--- src/rtl/sample_combiner_pkg.sv ---
package sample_combiner_pkg;

  typedef enum logic [1:0] {
    MODE_ZERO = 2'd0,
    MODE_MEAS = 2'd1,
    MODE_REF  = 2'd2,
    MODE_SUM  = 2'd3
  } combMode_e;

  // Control to datapath: load marks a strobe cycle, mode is the mode to use this cycle
  typedef struct packed {
    logic      load;
    combMode_e mode;
  } ctrlStrobe_t;

endpackage

--- src/rtl/sample_combiner_ctrl.sv ---
module sample_combiner_ctrl
  import sample_combiner_pkg::*;
#(
  parameter int DIV_W   = 16,
  parameter int DEF_DIV = 128
) (
  input  logic             clk,
  input  logic             rstN,
  input  logic             modeWr,
  input  logic [1:0]       modeWrData,
  input  logic             divWr,
  input  logic [DIV_W-1:0] divWrData,
  output ctrlStrobe_t      ctl
);

  localparam logic [DIV_W-1:0] DivReset = DIV_W'(DEF_DIV);

  combMode_e        pendMode;
  combMode_e        actMode;
  logic [DIV_W-1:0] pendDiv;
  logic [DIV_W-1:0] cnt;
  logic [DIV_W-1:0] reload;
  logic             load;

  // Ratios 0 and 1 both mean one clock per sample
  always_comb begin
    reload = (pendDiv < DIV_W'(2)) ? '0 : pendDiv - DIV_W'(1);
    load   = (cnt == '0);
  end

  always_ff @(posedge clk) begin
    if (!rstN) begin
      pendMode <= MODE_ZERO;
      actMode  <= MODE_ZERO;
      pendDiv  <= DivReset;
      cnt      <= '0;
    end else begin
      if (modeWr) pendMode <= combMode_e'(modeWrData);
      if (divWr)  pendDiv  <= divWrData;
      if (load) begin
        cnt     <= reload;
        actMode <= pendMode;
      end else begin
        cnt <= cnt - DIV_W'(1);
      end
    end
  end

  always_comb begin
    ctl.load = load;
    ctl.mode = load ? pendMode : actMode;
  end

endmodule

--- src/rtl/sample_combiner_dp.sv ---
module sample_combiner_dp
  import sample_combiner_pkg::*;
#(
  parameter int IN_W  = 12,
  parameter int OUT_W = 24
) (
  input  logic                    clk,
  input  logic                    rstN,
  input  logic signed [IN_W-1:0]  measIn,
  input  logic signed [IN_W-1:0]  refIn,
  input  ctrlStrobe_t             ctl,
  output logic signed [OUT_W-1:0] sampleOut,
  output logic                    sampleStrobe,
  output logic signed [OUT_W-1:0] tapOut
);

  localparam int SumW = IN_W + 1;

  logic [1:0]              modeBits;
  logic signed [SumW-1:0]  measExt;
  logic signed [SumW-1:0]  refExt;
  logic signed [SumW-1:0]  sumNarrow;
  logic signed [OUT_W-1:0] combined;

  always_comb begin
    modeBits  = ctl.mode;
    measExt   = modeBits[0] ? SumW'(measIn) : '0;
    refExt    = modeBits[1] ? SumW'(refIn)  : '0;
    sumNarrow = measExt + refExt;
    combined  = OUT_W'(sumNarrow);
  end

  always_ff @(posedge clk) begin
    if (!rstN) begin
      sampleOut    <= '0;
      sampleStrobe <= 1'b0;
      tapOut       <= '0;
    end else begin
      sampleStrobe <= ctl.load;
      tapOut       <= combined;
      if (ctl.load) sampleOut <= combined;
    end
  end

endmodule

--- src/rtl/sample_combiner.sv ---
module sample_combiner
  import sample_combiner_pkg::*;
#(
  parameter int IN_W    = 12,
  parameter int OUT_W   = 24,
  parameter int DIV_W   = 16,
  parameter int DEF_DIV = 128
) (
  input  logic                    clk,
  input  logic                    rstN,
  input  logic signed [IN_W-1:0]  measIn,
  input  logic signed [IN_W-1:0]  refIn,
  input  logic                    modeWr,
  input  logic [1:0]              modeWrData,
  input  logic                    divWr,
  input  logic [DIV_W-1:0]        divWrData,
  output logic signed [OUT_W-1:0] sampleOut,
  output logic                    sampleStrobe,
  output logic signed [OUT_W-1:0] tapOut
);

  ctrlStrobe_t ctl;

  sample_combiner_ctrl #(.DIV_W(DIV_W), .DEF_DIV(DEF_DIV)) u_ctrl (
    .clk(clk), .rstN(rstN),
    .modeWr(modeWr), .modeWrData(modeWrData),
    .divWr(divWr), .divWrData(divWrData),
    .ctl(ctl)
  );

  sample_combiner_dp #(.IN_W(IN_W), .OUT_W(OUT_W)) u_dp (
    .clk(clk), .rstN(rstN),
    .measIn(measIn), .refIn(refIn),
    .ctl(ctl),
    .sampleOut(sampleOut), .sampleStrobe(sampleStrobe), .tapOut(tapOut)
  );

endmodule

--- config.mk ---
export PLATFORM = sky130hd
export DESIGN_NAME = sample_combiner
export DESIGN_NICKNAME = d
export VERILOG_FILES = /design/src/rtl/sample_combiner_pkg.sv /design/src/rtl/sample_combiner_ctrl.sv /design/src/rtl/sample_combiner_dp.sv /design/src/rtl/sample_combiner.sv
export SDC_FILE = /design/constraint.sdc
export NUM_CORES = 1
export LEC_CHECK = 0
export BUFFER_PORTS_ARGS = -buffer_cell sky130_fd_sc_hd__buf_2
export CORE_ASPECT_RATIO = 1.2
export CORE_MARGIN = 5
export CORE_UTILIZATION = 45
export DETAILED_ROUTE_END_ITERATION = 10
export PLACE_DENSITY = 0.66
export SLEW_MARGIN = 0
export SYNTH_ARGS = -nofsm -noshare
export SYNTH_HDL_FRONTEND = slang
export SYNTH_HIERARCHICAL = 1
export SYNTH_SLANG_ARGS = --single-unit
--- constraint.sdc ---
create_clock -name clk -period 6.1 [get_ports clk]
set_input_delay 0.61 -clock clk [delete_from_list [all_inputs] [get_ports clk]]
set_output_delay 0.61 -clock clk [all_outputs]
set_load 0.01 [all_outputs]
==> results.yml <==
cts:
  cts-hold-fix-buffers: 0
  clk-insertion-delay-late_ns: 0.34
  cts_inserted_buffers: 9
  postCtsResizedCells: 0
  clock_sinks: 63
  cts_htree_levels: 3
  cts-root-to-sink-buffers: 2
  clock_tree_from_tritoncts: "yes"
  clock-root-buffer: "clkbuf_8"
  postCtsSetupBuffers: 0
  clk_transition_reported_paths_ns: 0.07
placed_design:
  postPlaceCellArea_um2: 4100
  gp_routability_congestion: 0.907
  place.port_buffers: 94
  dp_slack_ns: 2.12
  dp.final_hpwl_mm: 6.77
die:
  placement_rows: 36
  initial_utilization_pct: 46.0
  die_width_um: 93.1
  floorplan.die_area_um2: 10200
  design.core.area_um2: 8110
  die_h_um: 110
  io_pins: 95
layout:
  regArea_um2: 1260
  synthToLayoutAreaGrowth_pct: 15.5
  final_design_area_no_fill_um2: 4310
  multi_input_comb_area_um2: 2200
  fill_cells: 769
  finish.net_count: 551
  n_antenna_cell: 0
  share_of_layout_cells_above_drive_strength_1_pct: 25.5
  most-common-layout-cells: "buf_2 (94), dfxtp_1 (63), nor2_1 (33), and2_1 (33), mux2i_1 (27)"
  layout.cells.most_common: "buf_2"
logic_synthesis:
  postSynth.topFlopCell: "dfxtp_1"
  synth-edff-count: 0
  syn_area_um2: 3730
  synth_async_sr_flop_share_pct: 0
  synth-warning-count: 6
  number_of_different_library_cells_in_the_post_synthesis_netlist: 58
  synthesis.nets: 484
  ys_ff_latch: 63
  syn_avg_cell_area_um2: 8.82
  share_of_the_yosys_chip_area_belonging_to_registers_pct: 33.8
  post_synth_inst_count: 423
sta:
  tightestPinTransition_ns: 0.649
  fin_setup_tns_ns: 0
  fin_worst_skew_ns: 0.0103
  period_minus_slack_ns: 3.98
  timing_max_transition_violations_final: 0
  finalSetupViolCount: 0
  rsz0062_at_grt: "false"
  clock.fmax_mhz: 251
  finalHoldWorstSlack_ns: 0.485
  final-hold-violation-count: 0
  slew_headroom_pct: 56.3
  min_period_over_period_pct: 65.2
  timing.final.ws_setup_ns: 2.12
drt:
  detailedRoute.firstIterationViolations: 163
  drc: 0
  via_per_inst: 5.31
  drt.antenna.violating_nets: 0
  dr_total_vias: 3135
  wl_mm: 8.94
  wl_per_cell_um: 15.2
  drt_pre_antenna_iters: 4
critical_path:
  critical_path.cell_chain: "inv_1, ha_1, nor4b_1, nand4_2, mux2_2, and2_1, ha_1, fa_1, a21o_1, a221oi_2, nor3b_1, o32a_1, a21oi_1"
  r2r_setup_slack_ns: 2.12
  cpMaxStageDelayCell: "nor4b_1"
  critPathMaxStageDelay_ns: 0.50
  path_class: "reg2reg"
  critical_path_arrival_ns: 4.25
  most_prevalent_standard_cell_on_the_critical_path: "ha_1"
  crit_path_max_fanout: 13
  critical_path_required_ns: 6.37
  cp-start-kind: "flip-flop"
  critPathCaptureType: "flip-flop"
global_routing:
  groute.layer.met1.usage_pct: 20.4
  antenna_found_initial: 0
  met3_layer_usage_reported_by_global_route_pct: 3.83
  met2_track_demand_over_resource_in_global_routing_pct: 32.2
  gr-usage-all-layers_pct: 17.9
  grt_start_max_net_pins: 55
  grt_pass1_vias: 3099
  grt_first_pass_wirelength_mm: 14.5
  grt_busiest_layer: "met2"
  overflow: 0
worst_hold_path:
  min-delay-path-class: "reg2reg"
status:
  result_of_the_run: "complete, no violations"
pwr:
  total_leakage_power_nw: 2.00
  worst_ir_drop_vdd_uv: 162
  power-per-cell-area_nw_per_um2: 346
job:
  maxCapViolations: 0
## worst paths after layout
check	from	endpoint	depth (start not counted)
max reg2reg	u_ctrl/cnt[0]	u_dp/sampleOut[12]	13
max	u_ctrl/cnt[0]	u_dp/sampleOut[12]	13
min	u_dp/sampleOut[2]	u_dp/sampleOut[2]	2
min reg2reg	u_dp/sampleOut[2]	u_dp/sampleOut[2]	2
## layer usage
layer	vias up	part of all wire [%]
met5	-	0
met4	0	2.5
met3	14	4.2
met2	72	52
met1	1427	42
li1	1622	-
## cells by family after synthesis
group | count (synthesis) | synth area share, %
DFF | 63 | 33.8
and+or+nand+nor | 171 | 26.4
adders and majority gates | 15 | 5.23
muxes | 29 | 7.85
xor gates and xnor gates | 23 | 5.40
buffers and inverters | 50 | 7.45
AOI/OAI and AO/OA | 72 | 13.9
## through the flow
step,utilization (%),total power (W),cells
floorplan,-,0.00102,423
global placement,50.6,0.00112,574
detailed placement,50.6,0.00113,574
CTS,53.1,0.00150,590
global route,53.1,0.00159,590
finish,53.1,0.00149,590
## Yosys cell counts (5+ instances only)
master | instances | area [µm²]
o21a_1 | 8 | 60.1
mux2i_1 | 27 | 270
nor4_1 | 7 | 43.8
nand2_1 | 13 | 48.8
a21oi_1 | 13 | 65.1
nor3_1 | 16 | 80.1
inv_1 | 9 | 33.8
xnor2_1 | 17 | 149
o31ai_1 | 5 | 37.5
ha_1 | 14 | 175
nand3_1 | 13 | 65.1
clkbuf_1 | 14 | 52.6
o21ai_0 | 7 | 35.0
a21o_1 | 6 | 45.0
xor2_1 | 6 | 52.6
nor2_1 | 33 | 124
and2_1 | 33 | 206
buf_4 | 23 | 173
dfxtp_1 | 63 | 1260
or3_1 | 5 | 31.3
nor2b_1 | 18 | 113
o22ai_1 | 5 | 31.3
## power by group
group | internal (W) | switching, W
Sequential | 0.000474 | 0.0000638
Combinational | 0.000254 | 0.000325
Clock | 0.000201 | 0.000172
Total | 0.000929 | 0.000560
## critical path, delay by kind of cell (launching register included)
family,cells,cell delay (ns)
AOI/OAI and AO/OA,4,1.07
adders and majority gates,3,0.83
buffers and inverters,1,0.06
DFF,1,0.33
muxes,1,0.46
and+or+nand+nor,4,1.16
## cell type report
cell class	count	area share, %
Multi-Input combinational cell	310	51.0
Sequential cell	63	29.3
Timing Repair Buffer	96	11.3
Clock buffer	10	3.19
Tap cell	95	2.76
Clock inverter	6	1.63
Inverter	10	0.871
## registers in the layout, indices dropped and copies added (netlist names)
register and cells:
u_ctrl/cnt 16, u_ctrl/pendDiv 16, u_dp/sampleOut 13, u_dp/tapOut 13
u_ctrl/actMode 2, u_ctrl/pendMode 2, u_dp/sampleStrobe 1
(Power assumes the default switching activity.)
